--- config.mk ---
export PLATFORM = sky130hd
export DESIGN_NAME = regnum_xlate
export DESIGN_NICKNAME = d
export VERILOG_FILES = /design/src/rtl/rxl_pkg.sv /design/src/rtl/rxl_xlate.sv /design/src/rtl/rxl_guard.sv /design/src/rtl/regnum_xlate.sv
export SDC_FILE = /design/constraint.sdc
export NUM_CORES = 1
export LEC_CHECK = 0
export CORE_MARGIN = 2
export CORE_UTILIZATION = 45
export CTS_CLUSTER_SIZE = 40
export DETAILED_ROUTE_END_ITERATION = 16
export DONT_BUFFER_PORTS = 1
export PLACE_DENSITY = 0.57
export SYNTH_ARGS = -nofsm -noshare
export SYNTH_HDL_FRONTEND = slang
export SYNTH_SLANG_ARGS = --single-unit
--- constraint.sdc ---
create_clock -name clk -period 6.1 [get_ports clk]
set_clock_uncertainty 0.15 [all_clocks]
set_input_delay 0.61 -clock clk [delete_from_list [all_inputs] [get_ports clk]]
set_output_delay 0.61 -clock clk [all_outputs]
set_load 0.05 [all_outputs]
--- src/rtl/rxl_pkg.sv ---
package rxl_pkg;
    localparam int RN_W   = 8;
    localparam int N_OPS  = 3;
    localparam int BANK_W = 4;
    localparam int N_BANK = 1 << BANK_W;
    localparam int OFS_W  = RN_W - 1;

    typedef logic [RN_W-1:0] rnum_t;

    typedef struct packed {
        logic [N_OPS-1:0][RN_W-1:0] ptr;
        logic [OFS_W-1:0]           base;
        logic                       base_bad;
    } xl_state_t;
endpackage

--- src/rtl/rxl_xlate.sv ---
module rxl_xlate
    import rxl_pkg::*;
(
    input  logic [RN_W-1:0]  field,
    input  logic [RN_W-1:0]  ptr,
    input  logic [OFS_W-1:0] base,
    output logic [RN_W-1:0]  abs_num
);
    logic [OFS_W-1:0] win_sum;

    always_comb begin
        win_sum = field[OFS_W-1:0] + base;
        if (field == '0)
            abs_num = ptr;
        else if (field[RN_W-1])
            abs_num = {1'b1, win_sum};
        else
            abs_num = field;
    end
endmodule

--- src/rtl/rxl_guard.sv ---
module rxl_guard
    import rxl_pkg::*;
(
    input  logic                           priv,
    input  logic [N_BANK-1:0]              mask,
    input  logic [N_OPS-1:0][BANK_W-1:0]   bank,
    output logic                           fault
);
    logic [N_OPS-1:0] hit;

    for (genvar i = 0; i < N_OPS; i++) begin : g_hit
        assign hit[i] = mask[bank[i]];
    end

    assign fault = !priv && (|hit);
endmodule

--- src/rtl/regnum_xlate.sv ---
module regnum_xlate
    import rxl_pkg::*;
#(
    parameter int DATA_W  = 32,
    parameter int PTR_LSB = 2
) (
    input  logic              clk,
    input  logic              rst_n,
    input  logic              priv,
    input  logic [7:0]        src_a_num,
    input  logic [7:0]        src_b_num,
    input  logic [7:0]        dst_num,
    input  logic [15:0]       prot_mask,
    input  logic              sp_wr_en,
    input  logic              sp_wr_alu,
    input  logic [DATA_W-1:0] sp_wr_data,
    input  logic              mtsr_en,
    input  logic [1:0]        mtsr_sel,
    input  logic [DATA_W-1:0] mtsr_data,
    input  logic              ptr_set,
    output logic [7:0]        abs_a,
    output logic [7:0]        abs_b,
    output logic [7:0]        abs_d,
    output logic              prot_fault,
    output logic              sp_invalid
);
    localparam int BASE_HI = PTR_LSB + OFS_W - 1;
    localparam int PTR_HI  = PTR_LSB + RN_W - 1;

    xl_state_t st_d, st_q;

    logic [N_OPS-1:0][RN_W-1:0]   fld;
    logic [N_OPS-1:0][RN_W-1:0]   absn;
    logic [N_OPS-1:0][BANK_W-1:0] bank;
    logic                         spare_unused;

    assign fld[0] = src_a_num;
    assign fld[1] = src_b_num;
    assign fld[2] = dst_num;

    for (genvar i = 0; i < N_OPS; i++) begin : g_op
        rxl_xlate u_xl (
            .field   (fld[i]),
            .ptr     (st_q.ptr[i]),
            .base    (st_q.base),
            .abs_num (absn[i])
        );
        assign bank[i] = absn[i][RN_W-1 -: BANK_W];
    end

    rxl_guard u_guard (
        .priv  (priv),
        .mask  (prot_mask),
        .bank  (bank),
        .fault (prot_fault)
    );

    assign abs_a        = absn[0];
    assign abs_b        = absn[1];
    assign abs_d        = absn[2];
    assign sp_invalid   = st_q.base_bad;
    assign spare_unused = ^{sp_wr_data, mtsr_data};

    always_comb begin
        st_d = st_q;
        if (sp_wr_en) begin
            if (sp_wr_alu) begin
                st_d.base     = sp_wr_data[BASE_HI:PTR_LSB];
                st_d.base_bad = 1'b0;
            end else begin
                st_d.base_bad = 1'b1;
            end
        end
        if (ptr_set) begin
            st_d.ptr = absn;
        end else if (mtsr_en && (32'(mtsr_sel) < N_OPS)) begin
            st_d.ptr[mtsr_sel] = mtsr_data[PTR_HI:PTR_LSB];
        end
    end

    always_ff @(posedge clk) begin
        if (!rst_n) st_d_reset();
        else        st_q <= st_d;
    end

    task automatic st_d_reset();
        st_q <= '0;
    endtask


    glob_direct_chk: assert property (@(posedge clk) disable iff (!rst_n)
        (!src_a_num[7] && src_a_num != 8'd0) |-> abs_a == src_a_num);


    local_msb_chk: assert property (@(posedge clk) disable iff (!rst_n)
        dst_num[7] |-> abs_d[7]);


    super_quiet_chk: assert property (@(posedge clk) disable iff (!rst_n)
        priv |-> !prot_fault);


    mtsr_load_chk: assert property (@(posedge clk) disable iff (!rst_n)
        (mtsr_en && !ptr_set && mtsr_sel == 2'd0)
        |=> (src_a_num != 8'd0 || abs_a == $past(mtsr_data[PTR_HI:PTR_LSB])));


    sp_flag_chk: assert property (@(posedge clk) disable iff (!rst_n)
        (sp_wr_en && !sp_wr_alu) |=> sp_invalid);


    ptr_set_chk: assert property (@(posedge clk) disable iff (!rst_n)
        ptr_set |=> (st_q.ptr[1] == $past(absn[1])));
endmodule

==> flow_summary.yaml, run 1 <==
min_path:
  hp-class: "primary input to register"
  min_from: "sp_wr_en"
floorplan:
  die-height_um: 86.6
  fp-row-count: 30
  die_w_um: 86.6
  start_util_pct: 46.0
  io_pins: 139
  core_area_sq_um: 6680
  die-area_sq_um: 7510
place:
  dpl.hpwl_um: 6340
  place_ws_ns: 1.69
  place_congestion: 0.802
  io_buffers: 0
  placed_area_sq_um: 3100
grt:
  grt_pass1_vias: 2533
  grt_max_degree: 43
  grt_pass1_wl_um: 12900
  antenna_found_initial: 0
  grt_usage_pct: 22.6
  grt-ovfl-total: 0
clock_tree:
  cts_sinks: 32
  root_buffer: "clkbuf_8"
  cts_tree: "done"
  htreeDepth: 2
  clk_path_buf_depth: 2
  insertion_delay_ns: 0.29
  ctsHoldBuffers: 0
  cts_resized: 0
  path_clk_slew_ns: 0.08
  cts_made_buffers: 5
  post-cts-setup-buffers: 0
drt:
  antenna_left: 0
  dr_total_vias: 2574
  drt_iter0_drc: 141
  first_pass_iters: 5
  vias_per_cell: 5.94
  drc_errors: 0
  wl_per_cell_um: 19.1
  routed_wl_um: 8260
yosys:
  synth_cells: 361
  synth-compound-area-share_pct: 21.0
  synth_top_family_by_area: "multiplexers"
  synth_mux_area_share_pct: 22.6
  synthTopCellsByCount: "mux2i_1, nand2_1, dfxtp_1"
  synthAdderAreaFrac_pct: 9.28
  syn_avg_cell_area_sq_um: 8.51
  synth-edff-count: 0
  yosys.cell_types.count: 46
  synthTopCellsByArea: "dfxtp_1, mux2i_1, ha_1, nand2_1, o211a_1"
  synthArstFlopShare_pct: 0
  ys_ff_latch: 32
  yosys.area.top_type_share_pct: 20.8
  synthXorXnorAreaFrac_pct: 3.14
  synth_nets: 495
  yosysWarnings: 0
  synth_simple_gate_area_share_pct: 17.1
  synth_top_cell_by_area: "dfxtp_1"
  synth_ff_type: "dfxtp_1"
  seq_area_frac_synth_pct: 20.8
  synthesis.area_sq_um: 3070
power:
  intPower_mw: 0.398
  pwr-share-seq_pct: 37.0
  irDropWorstVdd_mv: 0.0998
  pwr-share-clk_pct: 28.1
  power_density_nw_per_um2: 201
  leakagePower_nw: 1.62
  switching_share_pct: 38.2
  comb_power_share_pct: 34.9
  p_switching_mw: 0.246
timing:
  setup_viol: 0
  rsz0062_at_grt: "false"
  maxSlewHeadroom_pct: 19.5
  fmax_mhz: 215
  fin_crit_ns: 4.66
  slew_violations: 0
  worst_slack_ns: 1.44
  fin_crit_sh_pct: 76.4
  fin_setup_tns_ns: 0
  hold_viol: 0
  worst_slew_pin_slew_ns: 1.21
worst_setup_path:
  required_ns: 5.34
  max_stage_delay_ns: 0.72
  timing.rr.start: "st_q[1]"
  r2r-end: "st_q[28]"
  cp-startpoint: "st_q[1]"
  start_kind: "register"
  cp_max_fo: 6
  end_kind: "primary output"
  worstSetupPathType: "register to primary output"
  reg2reg_depth: 8
  worstPathCellList: "ha_1 -> inv_1 -> fa_1 -> o21ai_0 -> o21ai_0 -> xnor2_1 -> a221o_1 -> mux2i_1 -> mux4_2 -> o31a_1"
  crit_top_cell: "o21ai_0"
  ff2ff_setup_slack_ns: 3.15
  crit_arrival_ns: 3.90
  endpoint: "prot_fault"
  slowest_stage: "a221o_1"
finish:
  fin_nets: 486
  fillers: 696
  stdcell_area_sq_um: 3200
  synthToLayoutAreaGrowth_pct: 4.03
  drive_gt1_share_pct: 7.65
  antenna_cells: 0
flow_run:
  cap_violations: 0
status:
  status: "completed"
-- worst max-delay path: cells and delay by family, from the launching register on --
family | cells | cell delay, ns
AOI/OAI and AO/OA | 4 | 1.54
xor gates and xnor gates | 1 | 0.17
adders and majority gates | 2 | 0.63
buffers and inverters | 1 | 0.06
DFF | 1 | 0.48
muxes | 2 | 0.70
-- kinds of logic after synthesis --
family,after synthesis
buf+inv,41
xor+xnor,11
mux,62
flops,32
fa+ha+maj,21
compound gates,89
simple gates,105
-- through the flow --
step,hold WS [ns],util [%],instances,total power [mW]
2_1_floorplan,0.330,-,361,0.443
3_3_place_gp,0.424,46.5,425,0.464
3_5_place_dp,0.426,46.5,425,0.467
4_1_cts,0.242,47.8,433,0.646
5_1_grt,0.249,47.8,433,0.676
6_report,0.246,47.8,433,0.643
-- power groups by stage --
stage	sequential, mW	combinational [mW]	clock [mW]
after floorplan	0.238	0.205	0
after global placement	0.243	0.222	0
after detailed placement	0.243	0.224	0
after CTS	0.238	0.225	0.183
after global routing	0.240	0.245	0.192
final	0.238	0.225	0.181
-- final cells by class --
class | instances | area [sq um] | share of cell area (%)
clock inverters | 2 | 10.0 | 0.313
repair buffers | 5 | 37.5 | 1.17
clock buffers | 6 | 82.6 | 2.58
multi-input cells | 288 | 2250 | 70.4
flip-flops and latches | 32 | 641 | 20.0
inverters | 20 | 75.1 | 2.35
well taps | 80 | 100 | 3.13
-- registers in the layout, indices dropped and copies added, names as in the netlist --
register,flops
st_q,31
sp_invalid,1
-- cell usage in the layout (no fill, tap or decap), types with 3 or more instances in the layout --
cell type  count
dfxtp_1       32
and3_1         6
nor2b_1        6
xor2_1         4
a21oi_1       21
o21ai_0        9
nor2_1         8
mux4_2         6
inv_1         19
nor3_1         5
xnor2_1        7
a31oi_1        4
a21boi_0       7
a211oi_1       8
mux2i_1       55
a21o_1         7
fa_1           3
nand3_1        9
buf_4          5
nand2_1       56
o211a_1       18
clkbuf_8       6
ha_1          18
-- worst min-delay path by stage --
stage                       to  slack [ns]  cells after the start
finish              sp_invalid        0.25                      1
global route        sp_invalid        0.25                      1
CTS                 sp_invalid        0.24                      1
global placement       st_q[1]        0.42                      2
detailed placement     st_q[6]        0.43                      2
floorplan              st_q[1]        0.33                      2
-- routing by layer --
layer	vias to the layer above	track usage [%]	wire, um
met5	-	0	0
li1	1302	-	-
met3	9	4.48	499
met2	67	38.7	4060
met4	0	6.11	92
met1	1196	28.8	3600
No activity file was read; power rests on OpenSTA's default activity.
==> run 2: changes to the inputs <==
==> constraint.sdc (replaced) <==
create_clock -name clk -period 4.4 [get_ports clk]
set_clock_uncertainty 0.15 [all_clocks]
set_input_delay 0.44 -clock clk [delete_from_list [all_inputs] [get_ports clk]]
set_output_delay 0.44 -clock clk [all_outputs]
set_load 0.05 [all_outputs]
==> run 2 against run 1 <==
Net effect: power increased by 38%; via count increased by 1.1%; sequential share of layout area decreased by 0.35 points; combinational power increased by 43%; flip-flop and latch count unchanged; largest cell class unchanged.
==> flow_summary.yaml, run 2 (same netlist as run 1, synthesis figures left out) <==
timing:
  fin_crit_sh_pct: 93.9
  fin_hold_ws_ns: 0.0763
  fmax_mhz: 242
  hold_viol: 0
  fin_crit_ns: 4.13
  rsz0062_at_grt: "false"
  setup_viol: 0
  worst_slew_pin_slew_ns: 1.21
  maxSlewHeadroom_pct: 19.0
  fin_setup_tns_ns: 0
  worst_slack_ns: 0.267
  slew_violations: 0
finish:
  fillers: 657
  final_common_cell: "nand2_1"
  drive_gt1_share_pct: 9.72
  largest_register_ffs: 31
  fin_nets: 493
  antenna_cells: 0
  stdcell_area_sq_um: 3250
  synthToLayoutAreaGrowth_pct: 5.90
  largest-register: "st_q"
  mostFrequentLayoutCells: "nand2_1, mux2i_1, dfxtp_1"
  final_cells: 440
place:
  placed_area_sq_um: 3160
  dpl.hpwl_um: 6470
  place_ws_ns: 0.554
  place_congestion: 0.861
  io_buffers: 0
  place_inst: 432
floorplan:
  fp-row-count: 30
  io_pins: 139
  start_util_pct: 46.0
  core_area_sq_um: 6680
  die-area_sq_um: 7510
  die-height_um: 86.6
  die_w_um: 86.6
grt:
  grt_pass1_vias: 2572
  grt_max_degree: 43
  grt_usage_pct: 22.9
  grt-ovfl-total: 0
  grt_pass1_wl_um: 13000
  antenna_found_initial: 0
drt:
  drc_errors: 0
  antenna_left: 0
  drt_iter0_drc: 116
  first_pass_iters: 6
  wl_per_cell_um: 19.1
  vias_per_cell: 5.91
  dr_total_vias: 2602
  routed_wl_um: 8420
clock_tree:
  clk_path_buf_depth: 2
  htreeDepth: 2
  insertion_delay_ns: 0.29
  path_clk_slew_ns: 0.08
  cts_sinks: 32
  post-cts-setup-buffers: 0
  root_buffer: "clkbuf_8"
  cts_made_buffers: 5
  cts_tree: "done"
power:
  power_density_nw_per_um2: 273
  leakagePower_nw: 1.65
  irDropWorstVdd_mv: 0.165
worst_setup_path:
  end_kind: "primary output"
  required_ns: 3.81
  crit_arrival_ns: 3.54
  cp_max_fo: 5
  worstSetupPathType: "register to primary output"
  start_kind: "register"
status:
  status: "completed"
flow_run:
  cap_violations: 0
min_path:
  hp-class: "primary input to register"
run 2: worst max-delay path, cell delays in order, from the launching register on:
cell,delay (ns)
dfxtp_1,0.49
ha_1,0.23
inv_1,0.06
fa_1,0.40
o21ai_0,0.25
o21ai_0,0.16
xnor2_1,0.15
a221o_1,0.43
mux2i_1,0.18
mux4_2,0.47
o31a_1,0.44
run 2: final timing paths:
kind                                from    endpoint  slack [ns]  depth (start not counted)
worst max-delay path             st_q[1]  prot_fault        0.27                         10
worst min-delay path            sp_wr_en  sp_invalid        0.08                          1
worst max register to register   st_q[1]    st_q[28]        1.50                          9
worst min register to register   st_q[6]     st_q[6]        0.42                          2
run 2: per-stage QoR:
step / power (mW) / utilization, %
CTS: 0.899 / 48.6
floorplan: 0.614 / -
global placement: 0.652 / 47.2
finish: 0.890 / 48.7
global route: 0.943 / 48.7
detailed placement: 0.656 / 47.2
run 2: cell type report:
| type | instances | area [sq um] | area share (%) |
|---|---|---|---|
| multi-input combinational | 288 | 2260 | 69.3 |
| inverter | 20 | 75.1 | 2.31 |
| timing repair buffer | 12 | 90.1 | 2.77 |
| sequential | 32 | 641 | 19.7 |
| clock inverter | 3 | 23.8 | 0.730 |
| clock buffer | 5 | 68.8 | 2.11 |
| tap | 80 | 100 | 3.08 |
run 2: power breakdown:
part / switching, mW / internal [mW]
logic: 0.199 / 0.122
clock network: 0.128 / 0.112
registers: 0.0175 / 0.312
run 2: what timing repair did:
action                     CTS  global route
resized for setup            0             1
hold buffers                 0             0
setup endpoints to repair    0             1
run 2: metal layers:
metal / GRT usage [%] / part of all wire, % / vias up
li1: - / - / 1320
met1: 29.0 / 44 / 1209
met2: 39.8 / 49 / 65
met3: 4.38 / 5.0 / 8
met4: 6.11 / 1.4 / 0
met5: 0 / 0 / -
